**src/rtl/i2cm_pkg.sv**
```systemverilog
package i2cm_pkg;

    localparam logic [3:0] DEV_PREFIX = 4'b1010;

    typedef enum logic [3:0] {
        ST_IDLE,
        ST_DEVADDR,
        ST_DEV_ACK,
        ST_WORDADDR,
        ST_WA_ACK,
        ST_WDATA,
        ST_WD_ACK,
        ST_TX,
        ST_TX_ACK
    } i2cm_state_t;

    // Compare prefix and the top ncmp select bits of a slave byte.
    function automatic logic sel_match(input logic [7:0] sbyte,
                                       input logic [2:0] pins,
                                       input int ncmp);
        logic [2:0] mask;
        mask = ~(3'b111 >> ncmp);
        return (sbyte[7:4] == DEV_PREFIX) &&
               (((sbyte[3:1] ^ pins) & mask) == 3'b000);
    endfunction

endpackage

```
**src/rtl/i2cm_line_sync.sv**
```systemverilog
module i2cm_line_sync #(
    parameter int STAGES = 2
) (
    input  logic clk,
    input  logic rst_n,
    input  logic din,
    output logic q,
    output logic q_prev
);
    // STAGES synchronizer flops plus one history flop; lines idle high.
    logic [STAGES:0] pipe;

    always_ff @(posedge clk or negedge rst_n) begin
        if (!rst_n) pipe <= '1;
        else        pipe <= {pipe[STAGES-1:0], din};
    end

    assign q      = pipe[STAGES-1];
    assign q_prev = pipe[STAGES];
endmodule

```
**src/rtl/i2cm_bus_cond.sv**
```systemverilog
module i2cm_bus_cond #(
    parameter int SYNC_STAGES = 2
) (
    input  logic clk,
    input  logic rst_n,
    input  logic scl_i,
    input  logic sda_i,
    output logic sda_hi,
    output logic scl_rise,
    output logic scl_fall,
    output logic start_det,
    output logic stop_det
);
    logic scl_s, scl_q, sda_s, sda_q;

    i2cm_line_sync #(.STAGES(SYNC_STAGES)) u_scl (
        .clk(clk), .rst_n(rst_n), .din(scl_i), .q(scl_s), .q_prev(scl_q));
    i2cm_line_sync #(.STAGES(SYNC_STAGES)) u_sda (
        .clk(clk), .rst_n(rst_n), .din(sda_i), .q(sda_s), .q_prev(sda_q));

    // SDA edges count as conditions only with SCL high in both samples.
    always_comb begin
        sda_hi    = sda_s;
        scl_rise  = scl_s & ~scl_q;
        scl_fall  = ~scl_s & scl_q;
        start_det = scl_s & scl_q & sda_q & ~sda_s;
        stop_det  = scl_s & scl_q & ~sda_q & sda_s;
    end
endmodule

```
**src/rtl/i2cm_ptr.sv**
```systemverilog
module i2cm_ptr #(
    parameter int AW        = 9,
    parameter int PAGE_LOG2 = 4
) (
    input  logic          clk,
    input  logic          rst_n,
    input  logic          load,
    input  logic [AW-1:0] load_val,
    input  logic          inc_page,
    input  logic          inc_full,
    output logic [AW-1:0] ptr
);
    localparam logic [AW-1:0] LO_MASK = AW'((1 << PAGE_LOG2) - 1);

    logic [AW-1:0] plus1;
    assign plus1 = ptr + 1'b1;

    always_ff @(posedge clk or negedge rst_n) begin
        if (!rst_n)        ptr <= '0;
        else if (load)     ptr <= load_val;
        else if (inc_page) ptr <= (ptr & ~LO_MASK) | (plus1 & LO_MASK);
        else if (inc_full) ptr <= plus1;
    end
endmodule

```
**src/rtl/i2c_mem_slave.sv**
```systemverilog
module i2c_mem_slave
    import i2cm_pkg::*;
#(
    parameter int AW          = 9,
    parameter int PAGE_LOG2   = 4,
    parameter int SYNC_STAGES = 2
) (
    input  logic          clk,
    input  logic          rst_n,
    input  logic          scl_i,
    input  logic          sda_i,
    output logic          sda_oe,
    input  logic [2:0]    dev_sel,
    output logic [AW-1:0] rd_addr,
    input  logic [7:0]    rd_data,
    output logic          wr_valid,
    output logic [AW-1:0] wr_addr,
    output logic [7:0]    wr_data,
    output logic          wr_commit,
    input  logic          wr_busy
);
    localparam int NCMP = 11 - AW;

    // bus events
    logic sda_hi, scl_rise, scl_fall, start_det, stop_det;

    i2cm_bus_cond #(.SYNC_STAGES(SYNC_STAGES)) u_cond (
        .clk(clk), .rst_n(rst_n), .scl_i(scl_i), .sda_i(sda_i),
        .sda_hi(sda_hi), .scl_rise(scl_rise), .scl_fall(scl_fall),
        .start_det(start_det), .stop_det(stop_det));

    // controller state and datapath
    i2cm_state_t state, state_n;
    logic [7:0]  shreg;
    logic [3:0]  bitcnt;
    logic [2:0]  hi_bits;
    logic        rd_mode;
    logic        mack_n;
    logic        wrote;

    logic byte_done, tx_done, addr_ok;
    logic ld_word, inc_page, inc_full, fire_wr, fire_commit;
    logic [AW-1:0] ptr;

    assign byte_done = scl_fall && (bitcnt == 4'd8);
    assign tx_done   = scl_fall && (bitcnt == 4'd7);
    assign addr_ok   = sel_match(shreg, dev_sel, NCMP) && !wr_busy;

    i2cm_ptr #(.AW(AW), .PAGE_LOG2(PAGE_LOG2)) u_ptr (
        .clk(clk), .rst_n(rst_n),
        .load(ld_word), .load_val(AW'({hi_bits, shreg})),
        .inc_page(inc_page), .inc_full(inc_full), .ptr(ptr));

    // next state and strobes
    always_comb begin
        state_n     = state;
        ld_word     = 1'b0;
        inc_page    = 1'b0;
        inc_full    = 1'b0;
        fire_wr     = 1'b0;
        fire_commit = stop_det && wrote;
        if (start_det) begin
            state_n = ST_DEVADDR;
        end else if (stop_det) begin
            state_n = ST_IDLE;
        end else begin
            unique case (state)
                ST_IDLE: state_n = ST_IDLE;
                ST_DEVADDR:
                    if (byte_done) state_n = addr_ok ? ST_DEV_ACK : ST_IDLE;
                ST_DEV_ACK:
                    if (scl_fall) state_n = rd_mode ? ST_TX : ST_WORDADDR;
                ST_WORDADDR:
                    if (byte_done) begin
                        state_n = ST_WA_ACK;
                        ld_word = 1'b1;
                    end
                ST_WA_ACK:
                    if (scl_fall) state_n = ST_WDATA;
                ST_WDATA:
                    if (byte_done) begin
                        state_n  = ST_WD_ACK;
                        fire_wr  = 1'b1;
                        inc_page = 1'b1;
                    end
                ST_WD_ACK:
                    if (scl_fall) state_n = ST_WDATA;
                ST_TX:
                    if (tx_done) begin
                        state_n  = ST_TX_ACK;
                        inc_full = 1'b1;
                    end
                ST_TX_ACK:
                    if (scl_fall) state_n = mack_n ? ST_IDLE : ST_TX;
                default: state_n = ST_IDLE;
            endcase
        end
    end

    // state register
    always_ff @(posedge clk or negedge rst_n) begin
        if (!rst_n) state <= ST_IDLE;
        else        state <= state_n;
    end

    // shifter, bit counter and transaction flags
    always_ff @(posedge clk or negedge rst_n) begin
        if (!rst_n) begin
            shreg   <= '0;
            bitcnt  <= '0;
            hi_bits <= '0;
            rd_mode <= 1'b0;
            mack_n  <= 1'b1;
            wrote   <= 1'b0;
        end else if (start_det || stop_det) begin
            bitcnt <= '0;
            wrote  <= 1'b0;
        end else begin
            unique case (state)
                ST_DEVADDR, ST_WORDADDR, ST_WDATA: begin
                    if (scl_rise && bitcnt < 4'd8) begin
                        shreg  <= {shreg[6:0], sda_hi};
                        bitcnt <= bitcnt + 4'd1;
                    end else if (byte_done) begin
                        bitcnt <= '0;
                        if (state == ST_DEVADDR) begin
                            hi_bits <= shreg[3:1];
                            rd_mode <= shreg[0];
                        end
                        if (state == ST_WDATA) wrote <= 1'b1;
                    end
                end
                ST_DEV_ACK:
                    if (scl_fall && rd_mode) shreg <= rd_data;
                ST_TX:
                    if (tx_done) begin
                        bitcnt <= '0;
                    end else if (scl_fall) begin
                        shreg  <= {shreg[6:0], 1'b1};
                        bitcnt <= bitcnt + 4'd1;
                    end
                ST_TX_ACK: begin
                    if (scl_rise) mack_n <= sda_hi;
                    if (scl_fall && !mack_n) shreg <= rd_data;
                end
                default: ;
            endcase
        end
    end

    // registered write request and commit
    always_ff @(posedge clk or negedge rst_n) begin
        if (!rst_n) begin
            wr_valid  <= 1'b0;
            wr_addr   <= '0;
            wr_data   <= '0;
            wr_commit <= 1'b0;
        end else begin
            wr_valid  <= fire_wr;
            wr_commit <= fire_commit;
            if (fire_wr) begin
                wr_addr <= ptr;
                wr_data <= shreg;
            end
        end
    end

    // line drive
    always_comb begin
        unique case (state)
            ST_DEV_ACK, ST_WA_ACK, ST_WD_ACK: sda_oe = 1'b1;
            ST_TX:                            sda_oe = ~shreg[7];
            default:                          sda_oe = 1'b0;
        endcase
    end

    assign rd_addr = ptr;
endmodule

```
**config.mk**
```make
export PLATFORM = sky130hd
export DESIGN_NAME = i2c_mem_slave
export DESIGN_NICKNAME = d
export VERILOG_FILES = /design/src/rtl/i2cm_pkg.sv /design/src/rtl/i2cm_line_sync.sv /design/src/rtl/i2cm_bus_cond.sv /design/src/rtl/i2cm_ptr.sv /design/src/rtl/i2c_mem_slave.sv
export SDC_FILE = /design/constraint.sdc
export NUM_CORES = 1
export LEC_CHECK = 0
export BUFFER_PORTS_ARGS = -buffer_cell sky130_fd_sc_hd__buf_2
export CORE_MARGIN = 2
export CORE_UTILIZATION = 55
export DETAILED_ROUTE_END_ITERATION = 6
export PLACE_DENSITY = 0.78
export SKIP_CTS_REPAIR_TIMING = 1
export SKIP_LAST_GASP = 1
export SLEW_MARGIN = 10
export SYNTH_ARGS = -nofsm -noshare
export SYNTH_HDL_FRONTEND = slang
export SYNTH_SLANG_ARGS = --single-unit
export TNS_END_PERCENT = 1
```
**constraint.sdc**
```tcl
create_clock -name clk -period 3.85 [get_ports clk]
set_input_delay 0.5775 -clock clk [delete_from_list [all_inputs] [get_ports clk]]
set_output_delay 0.5775 -clock clk [all_outputs]
set_load 0.05 [all_outputs]
```
==> reports/results.env <==
FINAL.FILL_COUNT=379
YOSYSWARNINGS=0
ANTENNA_VIOLATING_NETS_POST_ROUTE=0
FINISH.NET_COUNT=316
LARGEST_NET_DEGREE_AT_THE_START_OF_GLOBAL_ROUTING=33
MULTIINPUTGATEAREA_UM2=1310
GRT_PASS1_WL_MM=9.77
IO_PINS=45
DRT_FIRST_PASS_ITERS=4
DP_CELLS=357
GRT_PASS1_VIAS=1990
CTS_TREE='done'
CLK_ROOT_BUFFER_CELL='clkbuf_8'
YOSYSTOPAREACELLSHARE_PCT=42.2
CRITPATHREQUIREDTIME_NS=3.27
SYNTH_EDF_COUNT=0
MAX_SLEW.WORST_PIN.SLEW_NS=0.715
SLEW_HEADROOM_PCT=52.3
MIN_PERIOD_NS=2.39
DIE-AREA_UM2=5650
PLACE_CONGESTION=0.896
SETUP_CRIT_PATH_KIND='reg -> out'
HOLD_PATH.CLASS='in -> async'
P_INT_W=0.00112
DOMINANT_CELL_BY_COUNT_IN_THE_SYNTHESIZED_NETLIST='dfrtp_1'
FINAL.SETUP.TNS_NS=0
FINAL-HOLD-VIOLATION-COUNT=0
RESULT_OF_THE_RUN='finished, final reports clean'
WORSTSETUPENDPOINTTYPE='output port'
POWER.SEQUENTIAL.FRACTION_PCT=45.4
SLEW_VIOLATIONS=0
SYNTHESIS.AREA_PER_INSTANCE_UM2=10.9
POST-ROUTE-WORST-SETUP-SLACK_NS=1.46
ANTENNA_VIOLATIONS_BEFORE_REPAIR=0
PLACE_WS_NS=1.58
REGISTER_AREA_UM2=1360
SYN_AREA_UM2=2780
SWITCHING_SHARE_PCT=36.8
FINAL.SETUP_SKEW_NS=0.00715
ASYNC_FLOP_SHARE_PCT=100
LEAKAGE_POWER_OF_THE_DESIGN_nW=1.48
FP.COREAREA_UM2=4820
VIASPERCELL=5.79
SYNTH_CELLS=256
DIODES=0
POWER_FRAC_COMB_PCT=32.3
CLK_LATENCY_NS=0.32
CTSLONGESTPATHBUFFERS=2
LAYOUT.CELLS.NON_FILLER=365
GRT_SETUP_UNREPAIRED='no'
MAX_CAP_VIOLATIONS=0
DRT_DRC_VIOLATIONS_LEFT=0
CLK_PIN_SLEW_WORST_PATHS_NS=0.10
MAXIMUM_FANOUT_COUNT_ALONG_THE_CRITICAL_PATH=16
TIMING.FMAX_MHz=419
LAYOUT-AREA-OVERHEAD-VS-SYNTH_PCT=13.5
DETAILEDROUTE.FIRSTITERATIONVIOLATIONS=299
POST_LAYOUT_UTIL_PCT=65.6
DIE_HEIGHT_UM=75.1
PORTBUFFERS=43
WIRE_PER_INST_UM=16.1
LAYOUT_WORST_PATH_CYCLE_SHARE_PCT=62.0
FIN_AREA_UM2=3160
SHARE_OF_CELLS_ABOVE_DRIVE_STRENGTH_1_PCT=34.6
PRIMARY_FLIP_FLOP_CELL_CHOSEN_BY_SYNTHESIS_MAPPING='dfrtp_1'
SYNTH-SEQ-CELLS=54
GRTUSAGETOTAL_PCT=22.9
EFFECTIVE_UTILIZATION_AT_FLOORPLAN_PCT=57.8
NUMBER_OF_CLOCK_SINKS=54
CRIT_PATH_START_KIND='flop'
PLACEMENTROWS=25
POSTSYNTHNETCOUNT=275
GRT_OVERFLOW=0
HPWLAFTERDP_MM=4.29
FINALWIRELENGTH_MM=5.87
POWER_DENSITY_nW_PER_UM2=559
CLKPWRFRAC_PCT=22.3
DETAILROUTE.VIA_COUNT=2113
SYNTH_AREA_LEADERS='dfrtp_1 (42%), mux2_2 (13%), dfstp_2 (6.6%), o21ai_0 (3.1%), nand2_1 (2.6%)'
DETAILED_PLACE.AREA_UM2=3040
SYNTH_SEQ_AREA_SHARE_PCT=48.9
POWER.NET_SWITCHING_W=0.000649
WORST_EP_ARRIVAL_NS=1.81
SYNTH.TOP_CELLS.BY_COUNT='dfrtp_1 (47), mux2_2 (33), nand2_1 (19)'
FINALSETUPVIOLCOUNT=0
CTS.HTREE.LEVELS=2
FP.DIEW_UM=75.1
VDD_IR_DROP_MAX_uV=307
SYNTH_AREA_LEADER='dfrtp_1'
TRITONCTS.NUM_BUFFERS=5
SYNTH_CELL_TYPE_COUNT=51
worst max-delay path: stages, from the launching register on:
cell     delay (ns)
dfrtp_1        0.69
inv_1          0.15
o21ai_0        0.19
a22oi_1        0.08
nor2_1         0.11
buf_2          0.27
cells in the final DEF (no fill, tap or decap), drive strengths merged, types with 2 or more instances in the layout:
cell,synthesis,layout
dfrtp,47,47
buf,5,46
mux2,33,33
nand2,19,19
o21ai,17,17
inv,13,14
nor2,12,12
nand3,10,10
a21oi,7,7
dfstp,7,7
a31oi,6,6
clkbuf,7,5
nand4b,5,5
nor3,5,5
nand3b,4,4
nor2b,4,4
xor2,4,4
a32oi,4,4
and3,3,3
o21a,3,3
a211oi,3,3
xnor2,3,3
ha,3,3
nand2b,3,3
a22oi,2,2
o2111ai,2,2
o22ai,2,2
nand4,2,2
mux2i,2,2
nor4,2,2
a31o,2,2
o311ai,2,2
metal layers:
metal	global-route usage (%)	wire, µm	up-vias
met3	4.15	284	8
li1	-	-	1018
met4	6.82	85	0
met1	33.0	2700	1015
met2	35.8	2800	72
met5	0	0	-
metrics by stage:
step                hold slack [ns]  power (W)
finish                        0.305    0.00176
global route                  0.340    0.00187
CTS                           0.314    0.00177
detailed placement            0.351    0.00137
global placement              0.346    0.00135
floorplan                     0.282    0.00123
power groups by stage:
stage                     registers [W]  clock network [W]  logic (W)
final                          0.000800           0.000394   0.000570
after global routing           0.000817           0.000419   0.000632
after global placement         0.000802                  0   0.000545
after CTS                      0.000797           0.000403   0.000572
after detailed placement       0.000807                  0   0.000566
after floorplan                0.000711                  0   0.000523
flip-flops by register name, summed over array words and instances, names as in the netlist:
name / cells
wr_data: 8
state: 4
u_cond.u_scl.pipe: 3
u_ptr.ptr: 9
wr_addr: 9
u_cond.u_sda.pipe: 3
wrote: 1
shreg: 8
rd_mode: 1
wr_commit: 1
bitcnt: 4
hi_bits: 1
mack_n: 1
wr_valid: 1
area by class of cell:
type	instances	share of cell area [%]
Multi-Input combinational cell	177	41.5
Inverter	13	1.54
Tap cell	67	2.65
Sequential cell	54	43.0
Clock inverter	3	1.54
Clock buffer	5	2.18
Timing Repair Buffer	46	7.52
path summary, 6_finish.rpt:
path / endpoint / start / depth (start not counted) / slack, ns
setup / recovery: sda_oe / state[2]$_DFFE_PN0P_ / 5 / 1.46
hold / removal: shreg[2]$_DFFE_PN0P_ / rst_n / 1 / 0.31
setup reg to reg: shreg[5]$_DFFE_PN0P_ / u_cond.u_scl.pipe[1]$_DFF_PN1_ / 5 / 1.58
hold reg to reg: u_cond.u_scl.pipe[1]$_DFF_PN1_ / u_cond.u_scl.pipe[0]$_DFF_PN1_ / 0 / 0.36
max in group asynchronous: u_cond.u_sda.pipe[2]$_DFF_PN1_ / rst_n / 2 / 2.73
min in group clk: u_cond.u_sda.pipe[0]$_DFF_PN1_ / sda_i / 1 / 0.35
cells by family after synthesis:
group | count (synthesis) | share of synthesized area [%]
compound gates | 54 | 12.9
simple gates | 78 | 16.6
flops | 54 | 48.9
xor+xnor | 7 | 2.20
fa+ha+maj | 3 | 1.35
buf+inv | 25 | 4.05
mux | 35 | 14.1
(Power assumes the default switching activity.)
